### config.mk
export PLATFORM = sky130hd
export DESIGN_NAME = e1_sa_link
export DESIGN_NICKNAME = d
export VERILOG_FILES = /design/src/rtl/e1sa_pkg.sv /design/src/rtl/e1sa_regs.sv /design/src/rtl/e1sa_tx_mux.sv /design/src/rtl/e1sa_rx_cap.sv /design/src/rtl/e1sa_nib_mon.sv /design/src/rtl/e1_sa_link.sv
export SDC_FILE = /design/constraint.sdc
export NUM_CORES = 1
export LEC_CHECK = 0
export CAP_MARGIN = 10
export CORE_MARGIN = 8
export CORE_UTILIZATION = 40
export CTS_BUF_LIST = sky130_fd_sc_hd__clkbuf_8
export DETAILED_ROUTE_END_ITERATION = 10
export PLACE_DENSITY = 0.64
export SYNTH_ARGS = -nofsm -noshare
export SYNTH_HDL_FRONTEND = slang
export SYNTH_SLANG_ARGS = --single-unit
### constraint.sdc
create_clock -name clk -period 2.4 [get_ports clk]
set_input_delay 0.48 -clock clk [delete_from_list [all_inputs] [get_ports clk]]
set_output_delay 0.48 -clock clk [all_outputs]
set_load 0.02 [all_outputs]
### src/rtl/e1sa_pkg.sv
package e1sa_pkg;
  localparam int SA_N   = 5;          // Sa4..Sa8
  localparam int NFAS_N = 8;          // odd frames per multiframe
  localparam int NIB_W  = NFAS_N / 2; // bits per sub-multiframe nibble
  localparam int ST_N   = 3;          // status bits
  localparam int SIX    = 2;          // index of Sa6

  typedef enum logic [1:0] {
    SRC_BUF  = 2'b00,
    SRC_IDLE = 2'b01,
    SRC_SBUS = 2'b10,
    SRC_RSVD = 2'b11
  } src_e;

  typedef logic [SA_N-1:0][NFAS_N-1:0] sa_bytes_t;

  // bit within a per-Sa byte that holds odd frame frm
  function automatic int buf_bit(input logic [3:0] frm);
    return NFAS_N - 1 - int'(frm[3:1]);
  endfunction

  // bit within the timeslot-0 byte carrying Sa index i (0 = Sa4)
  function automatic int sa_bit(input int i);
    return SA_N - 1 - i;
  endfunction

  // nibble finished by frame frm, with new bit nb merged into shadow byte sh
  function automatic logic [NIB_W-1:0] nib_of(input logic [NFAS_N-1:0] sh,
                                               input logic [3:0] frm,
                                               input logic nb);
    logic [NFAS_N-1:0] t;
    t = sh;
    t[buf_bit(frm)] = nb;
    return frm[3] ? t[NIB_W-1:0] : t[NFAS_N-1:NIB_W];
  endfunction
endpackage

### src/rtl/e1sa_regs.sv
module e1sa_regs
  import e1sa_pkg::*;
#(
  parameter int ADDR_W  = 4,
  parameter int TN_BASE = 0,
  parameter int RN_BASE = 8,
  parameter int ST_ADDR = 15
) (
  input  logic              clk,
  input  logic              rst_n,
  input  logic              wr_en,
  input  logic [ADDR_W-1:0] wr_addr,
  input  logic [7:0]        wr_data,
  input  logic              rd_en,
  input  logic [ADDR_W-1:0] rd_addr,
  input  sa_bytes_t         rn,
  input  logic [ST_N-1:0]   sts_set,
  output sa_bytes_t         tn,
  output logic [ST_N-1:0]   sts,
  output logic [7:0]        rd_data
);
  logic sts_clr;
  assign sts_clr = rd_en && (rd_addr == ADDR_W'(ST_ADDR));

  for (genvar i = 0; i < SA_N; i++) begin : g_tn
    always_ff @(posedge clk) begin
      if (!rst_n)
        tn[i] <= '0;
      else if (wr_en && wr_addr == ADDR_W'(TN_BASE + i))
        tn[i] <= wr_data;
    end
  end

  // set wins over a clear in the same cycle
  always_ff @(posedge clk) begin
    if (!rst_n) sts <= '0;
    else        sts <= (sts & {ST_N{!sts_clr}}) | sts_set;
  end

  always_comb begin
    rd_data = '0;
    for (int i = 0; i < SA_N; i++) begin
      if (rd_addr == ADDR_W'(TN_BASE + i)) rd_data = tn[i];
      if (rd_addr == ADDR_W'(RN_BASE + i)) rd_data = rn[i];
    end
    if (rd_addr == ADDR_W'(ST_ADDR)) rd_data = 8'(sts);
  end
endmodule

### src/rtl/e1sa_tx_mux.sv
module e1sa_tx_mux
  import e1sa_pkg::*;
(
  input  logic [3:0] frm_num,
  input  logic [1:0] src_sel,
  input  logic [7:0] tx_in,
  input  logic [7:0] sbus_in,
  input  sa_bytes_t  tn,
  output logic [7:0] tx_out
);
  always_comb begin
    tx_out = tx_in;
    if (frm_num[0]) begin
      case (src_e'(src_sel))
        SRC_BUF: begin
          for (int i = 0; i < SA_N; i++)
            tx_out[sa_bit(i)] = tn[i][buf_bit(frm_num)];
        end
        SRC_SBUS: tx_out = sbus_in;
        default:  tx_out[SA_N-1:0] = '1;
      endcase
    end
  end
endmodule

### src/rtl/e1sa_rx_cap.sv
module e1sa_rx_cap
  import e1sa_pkg::*;
(
  input  logic       clk,
  input  logic       rst_n,
  input  logic       frm_stb,
  input  logic [3:0] frm_num,
  input  logic [7:0] rx_ts0,
  output sa_bytes_t  shadow,
  output sa_bytes_t  rn,
  output logic [7:0] sbus_out,
  output logic       commit,
  output logic       mf_pulse
);
  assign commit = frm_stb && (frm_num == 4'd0);

  always_ff @(posedge clk) begin
    if (!rst_n) begin
      shadow   <= '0;
      rn       <= '0;
      sbus_out <= '0;
      mf_pulse <= 1'b0;
    end else begin
      mf_pulse <= commit;
      if (commit) rn <= shadow;
      if (frm_stb && frm_num[0]) begin
        sbus_out <= rx_ts0;
        for (int i = 0; i < SA_N; i++)
          shadow[i][buf_bit(frm_num)] <= rx_ts0[sa_bit(i)];
      end
    end
  end
endmodule

### src/rtl/e1sa_nib_mon.sv
module e1sa_nib_mon
  import e1sa_pkg::*;
#(
  parameter int RUN_LEN = 8
) (
  input  logic       clk,
  input  logic       rst_n,
  input  logic       frm_stb,
  input  logic [3:0] frm_num,
  input  logic [7:0] rx_ts0,
  input  sa_bytes_t  shadow,
  output logic       nib_done,
  output logic       evt_any,
  output logic       evt_six,
  output logic       evt_run
);
  localparam int RUN_W = $clog2(RUN_LEN + 1);

  logic [SA_N-1:0][NIB_W-1:0] prev_q, cur;
  logic [SA_N-1:0]            chg;
  logic                       have_prev;
  logic [RUN_W-1:0]           run_q;

  assign nib_done = frm_stb && frm_num[0] && (frm_num[2:0] == 3'b111);

  for (genvar i = 0; i < SA_N; i++) begin : g_nib
    assign cur[i] = nib_of(shadow[i], frm_num, rx_ts0[sa_bit(i)]);
    assign chg[i] = have_prev && (cur[i] != prev_q[i]);
  end

  assign evt_any = nib_done && (|chg);
  assign evt_six = nib_done && chg[SIX];
  assign evt_run = nib_done && have_prev && !chg[SIX] && (run_q == RUN_W'(RUN_LEN - 1));

  always_ff @(posedge clk) begin
    if (!rst_n) begin
      prev_q    <= '0;
      have_prev <= 1'b0;
      run_q     <= '0;
    end else if (nib_done) begin
      prev_q    <= cur;
      have_prev <= 1'b1;
      if (!have_prev || chg[SIX])      run_q <= RUN_W'(1);
      else if (run_q != RUN_W'(RUN_LEN)) run_q <= run_q + RUN_W'(1);
    end
  end
endmodule

### src/rtl/e1_sa_link.sv
module e1_sa_link
  import e1sa_pkg::*;
#(
  parameter int ADDR_W  = 4,
  parameter int RUN_LEN = 8
) (
  input  logic              clk,
  input  logic              rst_n,
  input  logic              frm_stb,
  input  logic [3:0]        frm_num,
  input  logic [7:0]        rx_ts0,
  input  logic [7:0]        tx_ts0_in,
  output logic [7:0]        tx_ts0_out,
  input  logic [7:0]        sbus_ts0_in,
  output logic [7:0]        sbus_ts0_out,
  input  logic [1:0]        src_sel,
  input  logic [ST_N-1:0]   irq_mask,
  input  logic              wr_en,
  input  logic [ADDR_W-1:0] wr_addr,
  input  logic [7:0]        wr_data,
  input  logic              rd_en,
  input  logic [ADDR_W-1:0] rd_addr,
  output logic [7:0]        rd_data,
  output logic              mf_pulse,
  output logic              irq
);
  sa_bytes_t       tn, rn, shadow;
  logic [ST_N-1:0] sts;
  logic            commit, nib_done, evt_any, evt_six, evt_run;

  e1sa_regs #(.ADDR_W(ADDR_W)) u_regs (
    .clk, .rst_n, .wr_en, .wr_addr, .wr_data, .rd_en, .rd_addr,
    .rn, .sts_set({evt_run, evt_six, evt_any}), .tn, .sts, .rd_data
  );

  e1sa_tx_mux u_tx (
    .frm_num, .src_sel, .tx_in(tx_ts0_in), .sbus_in(sbus_ts0_in), .tn,
    .tx_out(tx_ts0_out)
  );

  e1sa_rx_cap u_rx (
    .clk, .rst_n, .frm_stb, .frm_num, .rx_ts0, .shadow, .rn,
    .sbus_out(sbus_ts0_out), .commit, .mf_pulse
  );

  e1sa_nib_mon #(.RUN_LEN(RUN_LEN)) u_nib (
    .clk, .rst_n, .frm_stb, .frm_num, .rx_ts0, .shadow,
    .nib_done, .evt_any, .evt_six, .evt_run
  );

  assign irq = |(sts & ~irq_mask);
endmodule

== Word level (Yosys, flattened, before mapping) ==
Cells that the tools add are included.
Word-level totals
  bits in registers: 157
  input bits: 54
  output and inout bits: 26
  word-level logic and storage cells: 131
Operators by class
  add/sub/neg operators: 2
  $lt $le $gt $ge: 2
  equality and inequality tests: 23
  mux-type cells: 43
  bitwise operators: 4
  reduce and logical (&&, ||, !) cells: 32
Operators by type and width (count)
  $mux 8: 12
  $bwmux 8: 5
  $ge 32x1->1 const B: 1
  $lt 32x5->1 const B: 1
  $mux 4: 7
  $eq 4x4->1 const B: 6
  $logic_and 1x1->1: 20
  $ne 4x4->1: 5
  $eq 4x2->1 const B: 4
  $bmux 1 s3: 5
  $eq 4x3->1 const B: 3
  $logic_not 4->1: 3
  $mux 1: 11
  $pmux 5 s2: 1
  $eq 4x1->1 const B: 2
  $and 3x3->3: 2
  $reduce_or 5->1: 1
  $add 4x1->4 const B: 1
  $ne 4x4->1 const B: 1
  $sub 3x3->4 const A: 1
  $demux 1 s3: 1
  $eq 3x3->1 const B: 1
  $logic_not 1->1: 3
  $mux 3: 1
  8 further kinds: 8

== Depth between registers and ports, before layout ==
  depth in word-level cells: 13
  gate-level depth with buffers: 9
  depth with buffers taken out: 7

== Cells and area by module ==
From an unflattened synthesis, not the netlist that was laid out.
Second synthesis, totals
  cells, all modules: 928
  area total of the unflattened synthesis: 8597.0 µm²
By module, submodules not included
  e1sa_rx_cap: times used 1, cells an instance 313, area an instance 3298.2 µm², seq. area each 1781.7 µm²
  e1sa_regs: times used 1, cells an instance 276, area an instance 2577.5 µm², seq. area each 860.8 µm²
  e1sa_nib_mon: times used 1, cells an instance 277, area an instance 2188.3 µm², seq. area each 500.5 µm²
  e1sa_tx_mux: times used 1, cells an instance 58, area an instance 504.2 µm², seq. area each 0.0 µm²
  e1_sa_link: times used 1, cells an instance 4, area an instance 28.8 µm², seq. area each 0.0 µm²

== Least setup slack after synthesis ==
Ideal clock, no wire load.
  kind: input to output
  from: input port frm_num[2]
  to: output port tx_ts0_out[2]
  data arrival time: 1.936 ns
  required time: 1.920 ns
  slack: -0.016 ns
  cell stages on the path: 8
  buffers on the path: 3
  cells stage by stage: buf_6 -> buf_2 -> buf_2 -> nor2b_1 -> a21oi_1 -> nor2_1 -> nor3_1 -> a211oi_1
Between the ends
  word-level cells in the longest chain between the ends: 6
Ends and longest elaborated chain
  start, declared: line e1_sa_link.sv:10  | input logic [3:0] frm_num,
  $sub 3x3->4: line e1sa_pkg.sv:19  | return NFAS_N - 1 - int'(frm[3:1]);
  $bmux 1 s3: line e1sa_tx_mux.sv:17  | tx_out[sa_bit(i)] = tn[i][buf_bit(frm_num)];
  $mux 1 (not written as such) (2 in series): line e1sa_tx_mux.sv:17
  $pmux 5 s2: line e1sa_tx_mux.sv:14  | case (src_e'(src_sel))
  $mux 8: line e1sa_tx_mux.sv:13  | if (frm_num[0]) begin
  end, declared: line e1_sa_link.sv:13  | output logic [7:0] tx_ts0_out,
No other way between the ends. The select of a mux whose other input is x is not followed.

== Worst setup path in the final report ==
  from: register u_regs.tn[10] in the netlist's numbering
  to: output port tx_ts0_out[3]
Between the ends
  word-level cells in the longest chain between the ends: 5
Ends and longest elaborated chain
  start, declared: line e1sa_regs.sv:18  | output sa_bytes_t tn,
  start signal, assigned by index: line e1sa_regs.sv:30  | tn[i] <= wr_data;
  $bmux 1 s3: line e1sa_tx_mux.sv:17
  $mux 1 (not written as such) (2 in series): line e1sa_tx_mux.sv:17
  $pmux 5 s2: line e1sa_tx_mux.sv:14
  $mux 8: line e1sa_tx_mux.sv:13
No other way between the ends. The select of a mux whose other input is x is not followed.

==> flow_summary.toml <==
[status]
status = "finished, violations left"
violations = "setup timing"

[power_and_ir_drop]
power_leakage_nw = 4.14
vdd_drop_max_mv = 0.317
power.density_nw_per_um2 = 524

[yosys]
synth_fp_nets = 964
ys_types = 48
ys_seq_elements = 157
async_reset_ff_share_pct = 0
ys_top_cells_by_area = "dfxtp_1 41%, mux2i_1 14%, nand2_1 7.6%"
synth_top_area_share_pct = 40.9
syn_avg_cell_area_um2 = 8.46
synthFlopType = "dfxtp_1"
syn_area_um2 = 7680
ys_seq_area_share_pct = 40.9
yosys_warnings = 0
syn_inst = 908
synth_common_cells = "157 x dfxtp_1, 155 x nand2_1, 128 x nor2_1, 105 x mux2i_1, 90 x a21oi_1"
yosysTopAreaCell = "dfxtp_1"
post-synth-top-count-cell = "dfxtp_1"
synth_edf_count = 0

[layout]
nFillCells = 1737
drive_gt1_share_pct = 24.3
synthToLayoutAreaGrowth_pct = 32.7
diodes = 0
instances_no_fill = 1318
nets = 1130

[drt]
vias_per_cell = 5.37
ant_nets = 0
drt-initial-drc-count = 488
vias = 7075
routed-wl-met2_um = 11000
wl_met3_um = 1600
wl_met1_um = 10800
top_layer = "met4"
wire_per_inst_um = 18.1
firstDrtPassIters = 5
totalWireLength_um = 23900
route.detailed.drc = 0

[grt]
antenna_found_initial = 0
grt.total_usage_pct = 19.8
grt_max_degree = 57
grt_pass1_wl_um = 37000
grt_pass1_vias = 6834
grt_overflow = 0

[clocking]
clk_pin_slew_worst_paths_ns = 0.08
cts_sinks = 157
cts-root-buf = "clkbuf_8"
htreeDepth = 4
cts_buffer_depth = 2
cts_tree = "yes"
clk_latency_ns = 0.46
cts_buffers = 17

[die]
start_util_pct = 40.9
die_area_um2 = 23900
die_h_um = 155
rows = 50
ioPinCount = 80
die_x_um = 155
coreArea_um2 = 18800

[run]
maxCapViolCount = 0

[timing]
setup_violations = 6
fin_setup_tns_ns = -0.634
slew_violations = 0
fin_crit_sh_pct = 109
hold_violations = 0
worst_slack_ns = -0.213
slew_headroom_pct = 60.2
max_freq_mhz = 383
rsz0062_at_grt = "yes"
worst_slew_pin_slew_ns = 0.593
fin_crit_ns = 2.61
clock_skew_ns = 0.00818

[critical_path]
worstPathArrival_ns = 2.13
cp_slowest_cell = "mux4_2"
crit_required_ns = 1.92
critPathTopFamily = "multiplexers"
critPathKind = "reg -> out"
cp_common_cell = "mux2_4"
critPathCaptureType = "output port"
startpoint_type = "register"
critical_path.max_stage_delay_ns = 0.46
path_max_fanout = 2
crit_chain = "mux4_2, mux2_4, mux2_4, nor2_4, a21oi_2, buf_6"
cp_num_buf_inv = 1

[placement]
gp_congestion = 0.867
dp.cells = 1282
hpwl_um = 17800
io_buffers = 79

[hold_path]
hp-class = "reg -> reg"
-- timing repair --
action                                  CTS  global route
hold buffers                              0             0
buffers inserted                          3             3
gates cloned                              2             1
endpoints found under the setup margin   16            16
pin swaps                                17            18
gates resized for setup                 137            34
-- worst paths after layout --
kind                    from  cells past startpoint        endpoint  slack (ns)
max reg2reg  u_rx.shadow[23]                      7  u_nib.run_q[0]        0.66
min reg2reg       u_rx.rn[0]                      2      u_rx.rn[0]        0.45
min               u_rx.rn[0]                      2      u_rx.rn[0]        0.45
max            u_regs.tn[10]                      6   tx_ts0_out[3]       -0.21
-- power breakdown --
part,leakage (nW),total [mW],switching [mW],internal [mW]
combinational,2.67,0.783,0.409,0.374
clock,0.197,1.89,0.948,0.945
sequential,1.27,2.66,0.0249,2.63
total,4.14,5.34,1.38,3.95
-- state kept, by name, indices dropped and copies added (netlist names) --
signal / count
u_rx.mf_pulse: 1
u_nib.have_prev: 1
u_rx.rn: 40
u_regs.tn: 40
u_rx.shadow: 40
u_regs.sts: 3
u_rx.sbus_out: 8
u_nib.prev_q: 20
u_nib.run_q: 4
-- area by class of cell --
class | instances | area, um^2 | share of cell area (%)
Tap cell | 234 | 293 | 2.87
Sequential cell | 157 | 3150 | 31.0
Multi-Input combinational cell | 674 | 4390 | 43.1
Clock buffer | 19 | 262 | 2.57
Inverter | 9 | 36.3 | 0.356
Clock inverter | 10 | 103 | 1.01
Timing Repair Buffer | 215 | 1950 | 19.2
-- layout by cell type (no fill, tap or decap), types with 10 or more instances in the layout --
master / count
nand2_1: 155
dfxtp_1: 150
nor2_1: 124
buf_4: 124
mux2i_1: 104
a21oi_1: 85
clkdlybuf4s50_1: 56
clkbuf_8: 19
mux2_2: 15
buf_6: 14
o21ai_0: 13
nand3_1: 12
a211oi_1: 12
xor2_1: 12
inv_1: 11
nor3b_1: 10
-- routing by layer --
layer | global-route usage [%] | up-vias
met1 | 25.3 | 3346
li1 | - | 3460
met3 | 5.18 | 42
met5 | 0 | -
met4 | 6.58 | 0
met2 | 31.8 | 227
-- worst reg2reg max path, stage by stage, from the launching register on --
cell	delay (ns)
dfxtp_1	0.34
mux2_2	0.30
mux2i_1	0.16
xor2_1	0.14
and4_1	0.24
buf_4	0.18
a31oi_1	0.09
o21a_1	0.18
-- metrics by stage --
step	hold WS (ns)	util, %	setup slack, ns	power, mW	cell area [um^2]
detailed placement	0.444	50.6	-0.956	3.45	9500
global placement	0.443	50.6	-0.967	3.44	9500
global route	0.480	54.3	-0.277	5.53	10200
finish	0.455	54.3	-0.213	5.34	10200
floorplan	0.433	-	0.00284	3.09	7690
CTS	0.455	53.5	-0.229	5.34	10000
-- cells by family after synthesis --
group | share of synthesized area (%)
flops | 40.9
simple gates | 20.4
xor+xnor | 2.28
buf+inv | 4.56
compound gates | 12.5
fa+ha+maj | 0.326
mux | 19.0
Note: power is estimated with default switching activity, not from simulation.
